$ cat src/rtl/flagalu_pkg.sv
package flagalu_pkg;

   localparam int OP_W = 4;

   typedef enum logic [OP_W-1:0] {
      OP_NOP  = 4'd0,
      OP_AND  = 4'd1,
      OP_OR   = 4'd2,
      OP_XOR  = 4'd3,
      OP_INC  = 4'd4,
      OP_DEC  = 4'd5,
      OP_ADD  = 4'd6,
      OP_SUB  = 4'd7,
      OP_CMP  = 4'd8,
      OP_CLRC = 4'd9,
      OP_SETC = 4'd10,
      OP_CLRV = 4'd11
   } alu_op_e;

   typedef struct packed {
      logic z;
      logic c;
      logic v;
      logic s;
   } flags_t;

   function automatic logic op_is_bitwise(input alu_op_e op);
      return (op == OP_AND) || (op == OP_OR) || (op == OP_XOR);
   endfunction

   function automatic logic op_is_arith(input alu_op_e op);
      return (op == OP_INC) || (op == OP_DEC) || (op == OP_ADD) ||
             (op == OP_SUB) || (op == OP_CMP);
   endfunction

   function automatic logic op_is_flagonly(input alu_op_e op);
      return (op == OP_CLRC) || (op == OP_SETC) || (op == OP_CLRV);
   endfunction

   function automatic logic op_writes_back(input alu_op_e op);
      return op_is_bitwise(op) || (op_is_arith(op) && op != OP_CMP);
   endfunction

endpackage

$ cat src/rtl/flagalu_bitwise.sv
module flagalu_bitwise
   import flagalu_pkg::*;
#(
   parameter int DATA_W = 8
) (
   input  alu_op_e           op,
   input  logic [DATA_W-1:0] a,
   input  logic [DATA_W-1:0] b,
   output logic [DATA_W-1:0] res
);

   always_comb begin
      unique case (op)
         OP_AND:  res = a & b;
         OP_OR:   res = a | b;
         OP_XOR:  res = a ^ b;
         default: res = '0;
      endcase
   end

endmodule

$ cat src/rtl/flagalu_arith.sv
module flagalu_arith
   import flagalu_pkg::*;
#(
   parameter int DATA_W     = 8,
   parameter bit RIPPLE_ADD = 1'b0
) (
   input  alu_op_e           op,
   input  logic [DATA_W-1:0] a,
   input  logic [DATA_W-1:0] b,
   output logic [DATA_W-1:0] res,
   output logic              carry,
   output logic              ovf
);

   localparam int MSB = DATA_W - 1;
   localparam logic [DATA_W-1:0] ONE = DATA_W'(1);

   logic [DATA_W-1:0] b_eff;
   logic [DATA_W-1:0] b_in;
   logic              do_sub;
   logic              c_top;

   always_comb begin
      unique case (op)
         OP_INC:          begin b_eff = ONE; do_sub = 1'b0; end
         OP_DEC:          begin b_eff = ONE; do_sub = 1'b1; end
         OP_SUB, OP_CMP:  begin b_eff = b;   do_sub = 1'b1; end
         default:         begin b_eff = b;   do_sub = 1'b0; end
      endcase
      b_in = do_sub ? ~b_eff : b_eff;
   end

   generate
      if (RIPPLE_ADD) begin : g_ripple
         logic [DATA_W:0] cy;
         assign cy[0] = do_sub;
         for (genvar i = 0; i < DATA_W; i++) begin : g_bit
            assign res[i]  = a[i] ^ b_in[i] ^ cy[i];
            assign cy[i+1] = (a[i] & b_in[i]) | (cy[i] & (a[i] ^ b_in[i]));
         end
         assign c_top = cy[DATA_W];
      end else begin : g_behav
         logic [DATA_W:0] sum;
         assign sum   = {1'b0, a} + {1'b0, b_in} + {{DATA_W{1'b0}}, do_sub};
         assign res   = sum[MSB:0];
         assign c_top = sum[DATA_W];
      end
   endgenerate

   // Borrow is the inverse of the carry out when subtracting.
   assign carry = do_sub ? ~c_top : c_top;
   assign ovf   = (a[MSB] == b_in[MSB]) && (res[MSB] != a[MSB]);

endmodule

$ cat src/rtl/flagalu_flagreg.sv
module flagalu_flagreg
   import flagalu_pkg::*;
(
   input  logic    clk,
   input  logic    rst_n,
   input  logic    upd,
   input  alu_op_e op,
   input  logic    res_zero,
   input  logic    res_sign,
   input  logic    ar_carry,
   input  logic    ar_ovf,
   output flags_t  q
);

   flags_t nxt;

   always_comb begin
      nxt = q;
      if (upd) begin
         if (op_is_bitwise(op) || op_is_arith(op)) begin
            nxt.z = res_zero;
            nxt.s = res_sign;
         end
         if (op_is_arith(op)) begin
            nxt.c = ar_carry;
            nxt.v = ar_ovf;
         end
         unique case (op)
            OP_CLRC: nxt.c = 1'b0;
            OP_SETC: nxt.c = 1'b1;
            OP_CLRV: nxt.v = 1'b0;
            default: ;
         endcase
      end
   end

   always_ff @(posedge clk) begin
      if (!rst_n) q <= '0;
      else        q <= nxt;
   end

   assert_bitwise_keeps_cv_R2: assert property (@(posedge clk) disable iff (!rst_n)
      (upd && op_is_bitwise(op)) |=> (q.c == $past(q.c)) && (q.v == $past(q.v)));

   assert_flagop_keeps_zs_R8: assert property (@(posedge clk) disable iff (!rst_n)
      (upd && op_is_flagonly(op)) |=> (q.z == $past(q.z)) && (q.s == $past(q.s)));

   assert_setc_R8: assert property (@(posedge clk) disable iff (!rst_n)
      (upd && op == OP_SETC) |=> q.c);

   assert_idle_hold_R9: assert property (@(posedge clk) disable iff (!rst_n)
      (!upd) |=> $stable(q));

   assert_reset_clear_R10: assert property (@(posedge clk) disable iff (!rst_n)
      $rose(rst_n) |-> (q == '0));

endmodule

$ cat src/rtl/flagalu_top.sv
module flagalu_top
   import flagalu_pkg::*;
#(
   parameter int DATA_W     = 8,
   parameter bit RIPPLE_ADD = 1'b0
) (
   input  logic              clk,
   input  logic              rst_n,
   input  logic              op_valid,
   input  logic [3:0]        op_sel,
   input  logic [DATA_W-1:0] opnd_a,
   input  logic [DATA_W-1:0] opnd_b,
   output logic [DATA_W-1:0] result,
   output logic              wb_en,
   output logic              flag_z,
   output logic              flag_c,
   output logic              flag_v,
   output logic              flag_s
);

   localparam int MSB = DATA_W - 1;

   initial begin
      if (DATA_W < 2) $error("flagalu_top: DATA_W must be at least 2");
   end

   alu_op_e           op;
   logic [DATA_W-1:0] bw_res;
   logic [DATA_W-1:0] ar_res;
   logic              ar_carry;
   logic              ar_ovf;
   flags_t            fq;

   assign op = alu_op_e'(op_sel);

   flagalu_bitwise #(.DATA_W(DATA_W)) u_bitwise (
      .op (op),
      .a  (opnd_a),
      .b  (opnd_b),
      .res(bw_res)
   );

   flagalu_arith #(.DATA_W(DATA_W), .RIPPLE_ADD(RIPPLE_ADD)) u_arith (
      .op   (op),
      .a    (opnd_a),
      .b    (opnd_b),
      .res  (ar_res),
      .carry(ar_carry),
      .ovf  (ar_ovf)
   );

   always_comb begin
      if (op_is_bitwise(op))    result = bw_res;
      else if (op_is_arith(op)) result = ar_res;
      else                      result = '0;
   end

   assign wb_en = op_valid && op_writes_back(op);

   flagalu_flagreg u_flags (
      .clk     (clk),
      .rst_n   (rst_n),
      .upd     (op_valid),
      .op      (op),
      .res_zero(result == '0),
      .res_sign(result[MSB]),
      .ar_carry(ar_carry),
      .ar_ovf  (ar_ovf),
      .q       (fq)
   );

   assign flag_z = fq.z;
   assign flag_c = fq.c;
   assign flag_v = fq.v;
   assign flag_s = fq.s;

   assert_zero_tracks_result_R7: assert property (@(posedge clk) disable iff (!rst_n)
      (op_valid && wb_en) |=> (flag_z == ($past(result) == '0)));

   assert_add_carry_R3: assert property (@(posedge clk) disable iff (!rst_n)
      (op_valid && op == OP_ADD) |=>
         (flag_c == (({1'b0, $past(opnd_a)} + {1'b0, $past(opnd_b)}) > {1'b0, {DATA_W{1'b1}}})));

   assert_cmp_borrow_R5: assert property (@(posedge clk) disable iff (!rst_n)
      (op_valid && op == OP_CMP) |=> (flag_c == ($past(opnd_a) < $past(opnd_b))));

   assert_no_wb_on_flagop_R8: assert property (@(posedge clk) disable iff (!rst_n)
      (op_valid && op_is_flagonly(op)) |-> !wb_en);

endmodule

$ cat config.mk
export PLATFORM = sky130hd
export DESIGN_NAME = flagalu_top
export DESIGN_NICKNAME = d
export VERILOG_FILES = /design/src/rtl/flagalu_pkg.sv /design/src/rtl/flagalu_bitwise.sv /design/src/rtl/flagalu_arith.sv /design/src/rtl/flagalu_flagreg.sv /design/src/rtl/flagalu_top.sv
export SDC_FILE = /design/constraint.sdc
export NUM_CORES = 1
export LEC_CHECK = 0
export CORE_ASPECT_RATIO = 1.1
export CORE_MARGIN = 4
export CORE_UTILIZATION = 43
export CTS_CLUSTER_DIAMETER = 30
export DETAILED_ROUTE_END_ITERATION = 6
export GPL_ROUTABILITY_DRIVEN = 0
export PLACE_DENSITY = 0.69
export SYNTH_ARGS = -nofsm -noshare
export SYNTH_HDL_FRONTEND = slang
export SYNTH_SLANG_ARGS = --single-unit
$ cat constraint.sdc
create_clock -name clk -period 5.05 [get_ports clk]
set_clock_uncertainty 0.2 [all_clocks]
set_input_delay 1.01 -clock clk [delete_from_list [all_inputs] [get_ports clk]]
set_output_delay 1.01 -clock clk [all_outputs]
set_load 0.02 [all_outputs]
# Yosys cells after proc, flatten, opt, wreduce, memory -nomap -nowiden

Cells that the tools add are included.

Add/sub/neg operators: 2
Multipliers: 0
Divide/modulo/power cells: 0
$lt $le $gt $ge: 0
Eq/ne operators: 14
Shifts and indexed selects: 0
Muxes and demuxes: 10
Bitwise logic cells: 5
Reduce and logical (&&, ||, !) cells: 19

Operator list:

| kind                 | count |
|---|---|
| $mux W8              | 4 |
| $pmux W8 S3          | 1 |
| $eq A4 B3 Y1 const B | 4 |
| $eq A4 B4 Y1 const B | 4 |
| $add A8 B8 Y9        | 1 |
| $add A9 B1 Y9        | 1 |
| $and A8 B8 Y8        | 1 |
| $eq A4 B2 Y1 const B | 2 |
| $logic_not A8 Y1     | 1 |
| $logic_or A1 B1 Y1   | 8 |
| $not A8 Y8           | 1 |
| $or A8 B8 Y8         | 1 |
| $xor A8 B8 Y8        | 1 |
| $reduce_and A2 Y1    | 3 |
| $eq A4 B1 Y1 const B | 1 |
| $ne A4 B4 Y1 const B | 1 |
| $logic_and A1 B1 Y1  | 3 |
| $mux W1              | 3 |
| $reduce_bool A3 Y1   | 1 |
| $reduce_or A3 Y1     | 1 |
| $mux W2              | 1 |
| $pmux W1 S2          | 1 |
| $reduce_bool A2 Y1   | 1 |
| $reduce_or A2 Y1     | 1 |
| 3 further kinds      | 3 |

Bits in registers: 4
Bits in latches: 0
RAM bits: 0
Bits in read-only memories: 0
Output and inout bits: 13
Memories kept: 0

# Depth between registers and ports, before layout

Depth after elaboration: 11
Depth in mapped cells: 16
Depth with buffers taken out: 13

# Hierarchy

From an unflattened synthesis, not the netlist that was laid out.

Cells, all modules: 183
Area total of the unflattened synthesis: 1431.4 um2

By module, submodules not included:

| module          | times used | cells an instance | area each (um2) | sequential area each (um2) |
|---|---|---|---|---|
| flagalu_arith   | 1          | 73                | 529.3           | 0.0 |
| flagalu_bitwise | 1          | 59                | 486.7           | 0.0 |
| flagalu_flagreg | 1          | 28                | 225.2           | 80.1 |
| flagalu_top     | 1          | 23                | 190.2           | 0.0 |

# Worst setup path after synthesis

No wires, ideal clock.

Path kind: input port to output port
Start: input port op_sel[0]
End: output port result[5]
Arrival: 3.752 ns
Required time: 3.840 ns
Path slack: 0.088 ns
Stages on the path: 11
Cell sequence: buf_6 or4b_2 o21ai_0 o32a_1 ha_1 and3_1 a31oi_1 nand3b_1 o32a_1 xnor2_1 o22ai_1

Word-level cells in the longest chain between the ends: 9

RTL lines:

| what                              | RTL line                               | source |
|---|---|---|
| start, declared                   | flagalu_top.sv:10                      | `input logic [3:0] op_sel,` |
| $eq A4 B3 Y1                      | flagalu_pkg.sv:32, flagalu_arith.sv:24 |  |
| $reduce_or A2 Y1 (no source line) | n/a                                    |  |
| $mux W8                           | flagalu_arith.sv:24                    | `unique case (op)` |
| $not A8 Y8                        | flagalu_arith.sv:30                    | `b_in = do_sub ? ~b_eff : b_eff;` |
| $mux W8                           | flagalu_arith.sv:30                    |  |
| $add A8 B8 Y9                     | flagalu_arith.sv:44                    | `assign sum = {1'b0, a} + {1'b0, b_in} + {{DATA_W{1'b0}}, do_sub};` |
| $add A9 B1 Y9                     | flagalu_arith.sv:44                    |  |
| $mux W8                           | flagalu_top.sv:54                      | `else if (op_is_arith(op)) result = ar_res;` |
| $mux W8 (*)                       | flagalu_top.sv:53                      | `if (op_is_bitwise(op)) result = bw_res;` |
| end, declared                     | flagalu_top.sv:13                      | `output logic [DATA_W-1:0] result,` |

Mark *: on every way between the ends. The rest lies on a longest branch, timed or not.

# Worst setup path in the final report

Start: input port op_sel[1]
End: output port result[5]

Same word-level chain as after synthesis.

==> out/metrics.cfg <==
[yosys]
synth_seq_cells = 4
yosys.cell_types.count = 57
ys_seq_area_share_pct = 4.80
synth_area_leader_cell = ha_1
netlist_area_mm2 = 0.00167
synth_ff_type = dfxtp_1
synth_top_area_share_pct = 18.0
netlist_top_cells_area = ha_1, nor2_1, dfxtp_1
synth-edff-count = 0
yosysWarnings = 0
syn_nets = 283
ys_top_cells_by_count = ha_1, nor2_1, inv_1, nand2_1, o21ai_0
async_reset_ff_share_pct = 0
netlist_instances = 235
postSynthAreaPerCell_um2 = 7.10

[pwr]
power_density_mw_per_mm2 = 159
power_mw = 0.389
vdd_ir_drop_max_uv = 91.2
leakage_nw = 1.18

[setup_path]
startpoint = op_sel[1]
cp.required_ps = 3840
reg2reg_to = u_flags.q[2]
critPathLaunchType = input pin
ff2ff_setup_slack_ps = 4160
worstPathArrival_ps = 3740
cp-endpoint = result[5]
r2r-start = u_flags.q[2]
reg2regPathDepth = 2
crit_type = in -> out
path_max_fanout = 3
setup.worst_path.end_class = output port

[clocking]
h-tree-depth = 1
cts.sinks = 4
cts_hold_buf = 0
clk_latency_ps = 220
cts_buffer_depth = 2
cts-root-buf = clkbuf_8
cts_tree = built
cts_buffers = 3
clk_pin_slew_ps = 30

[sta]
max_freq_mhz = 202
tightest_slew_ps = 354
layout_min_cycle_time_ps = 4950
hold_viol = 0
setup_slack_ps = 101
relSlewSlack_pct = 76.4
fin_crit_sh_pct = 98.0
slew_viol_final = 0
finalSetupViolations = 0
fin_setup_tns_ps = 0
hold-worst-slack_ps = 298

[cells_and_area]
areaGrowthSynthToFinish_pct = 46.7
fin_cells = 355
drive_above_1_share_pct = 25.2
reg.largest.list = u_flags.q x4
largest_register_ffs = 4
regMostFlops = u_flags.q
fin_util_pct = 66.5
antenna_cells = 0
nFillCells = 375
final_nets = 355
stdcell_area_mm2 = 0.00245

[route]
drt_iter0_drc = 126
dr.pass1.iters = 4
vias = 1989
drc = 0
antenna_left = 0
drt_wl_total_mm = 5.12
via_per_inst = 5.60
post_drt_wl_per_cell_um = 14.4

[die]
rows = 23
ioPinCount = 36
floorplan.initialDensity_pct = 45.3
core_area_mm2 = 0.00368
die_h_um = 73.3
dieArea_mm2 = 0.00494
die_x_um = 67.4

[worst_hold_path]
hold_class = reg -> reg

[flow_run]
drv_cap = 0

[global_route]
antenna_found_initial = 0
grt_pass1_vias = 1936
grt_max_degree = 31
gr-usage-all-layers_pct = 21.3
grt_first_pass_wirelength_mm = 8.39
grt_overflow = 0

[outcome]
status = finished, final reports clean

[place]
dpl-instance-area_mm2 = 0.00232
placed_cells = 349
port_buffers = 35
dp_hpwl_mm = 3.83
pre_cts_slack_ps = -763

## cells in the final DEF, fill, tap and decap left out, types with 3 or more instances in the layout
cell type / count
a21oi_1: 8
a221o_1: 7
inv_1: 20
nand2b_1: 4
o21ai_0: 10
a21o_1: 6
buf_4: 49
o21a_1: 3
xnor2_1: 4
nand3b_1: 3
nor2_1: 24
o21ai_1: 3
mux2i_1: 6
xor2_1: 4
dlygate4sd2_1: 3
nand3_1: 5
clkbuf_8: 3
buf_6: 3
a31oi_1: 10
dfxtp_1: 4
nor4_1: 4
dlymetal6s2s_1: 3
o22ai_1: 5
nand2_1: 21
clkdlybuf4s50_1: 24
ha_1: 23
## how the worst min path moves through the flow
stage / cells after the start / slack, ps / start / end
floorplan: 2 / 360 / u_flags.q[3] / u_flags.q[3]
global placement: 2 / 280 / u_flags.q[0] / u_flags.q[0]
detailed placement: 2 / 280 / u_flags.q[3] / u_flags.q[3]
CTS: 1 / 300 / u_flags.q[1] / u_flags.q[1]
global route: 1 / 330 / u_flags.q[1] / u_flags.q[1]
finish: 2 / 300 / u_flags.q[0] / u_flags.q[0]
## layer usage
metal / global-route usage (%) / up-vias / share of wire (%)
li1: - / 1000 / -
met1: 25.3 / 925 / 43
met2: 40.4 / 56 / 51
met3: 2.14 / 8 / 4.2
met4: 4.95 / 0 / 1.5
met5: 0 / - / 0
## critical path: stages
cell           delay [ps]
dlygate4sd2_1         260
or4b_4                500
o21ai_2                80
o32a_1                230
ha_4                  230
and3_1                190
a31oi_2               170
nand3b_1              160
o32a_1                410
xnor2_1               130
o22ai_1               170
buf_4                 180
## area by class of cell
cell class                      count  area, µm²  area share (%)
Multi-Input combinational cell    192       1440            58.8
Timing Repair Buffer               85        743            30.4
Tap cell                           50       62.6            2.55
Clock buffer                        3       41.3            1.69
Sequential cell                     4       80.1            3.27
Inverter                           21       82.6            3.37
## where the power goes
group / switching (mW) / internal [mW]
sequential: 0.000961 / 0.0338
clock: 0.0156 / 0.0507
combinational: 0.143 / 0.145
total: 0.159 / 0.230
## timing repair
item | in CTS | in global routing
pin swaps | 4 | 3
setup buffers | 2 | 1
endpoints found under the setup margin | 7 | 5
gates resized for setup | 39 | 7
## cell families after synthesis
family / count (synthesis) / share of synthesized area (%)
DFF: 4 / 4.80
adders and majority gates: 25 / 19.2
buffers and inverters: 39 / 11.3
AOI/OAI and AO/OA: 73 / 31.1
and+or+nand+nor: 79 / 24.9
xor gates and xnor gates: 8 / 4.20
muxes: 7 / 4.50
(Power assumes the default switching activity.)
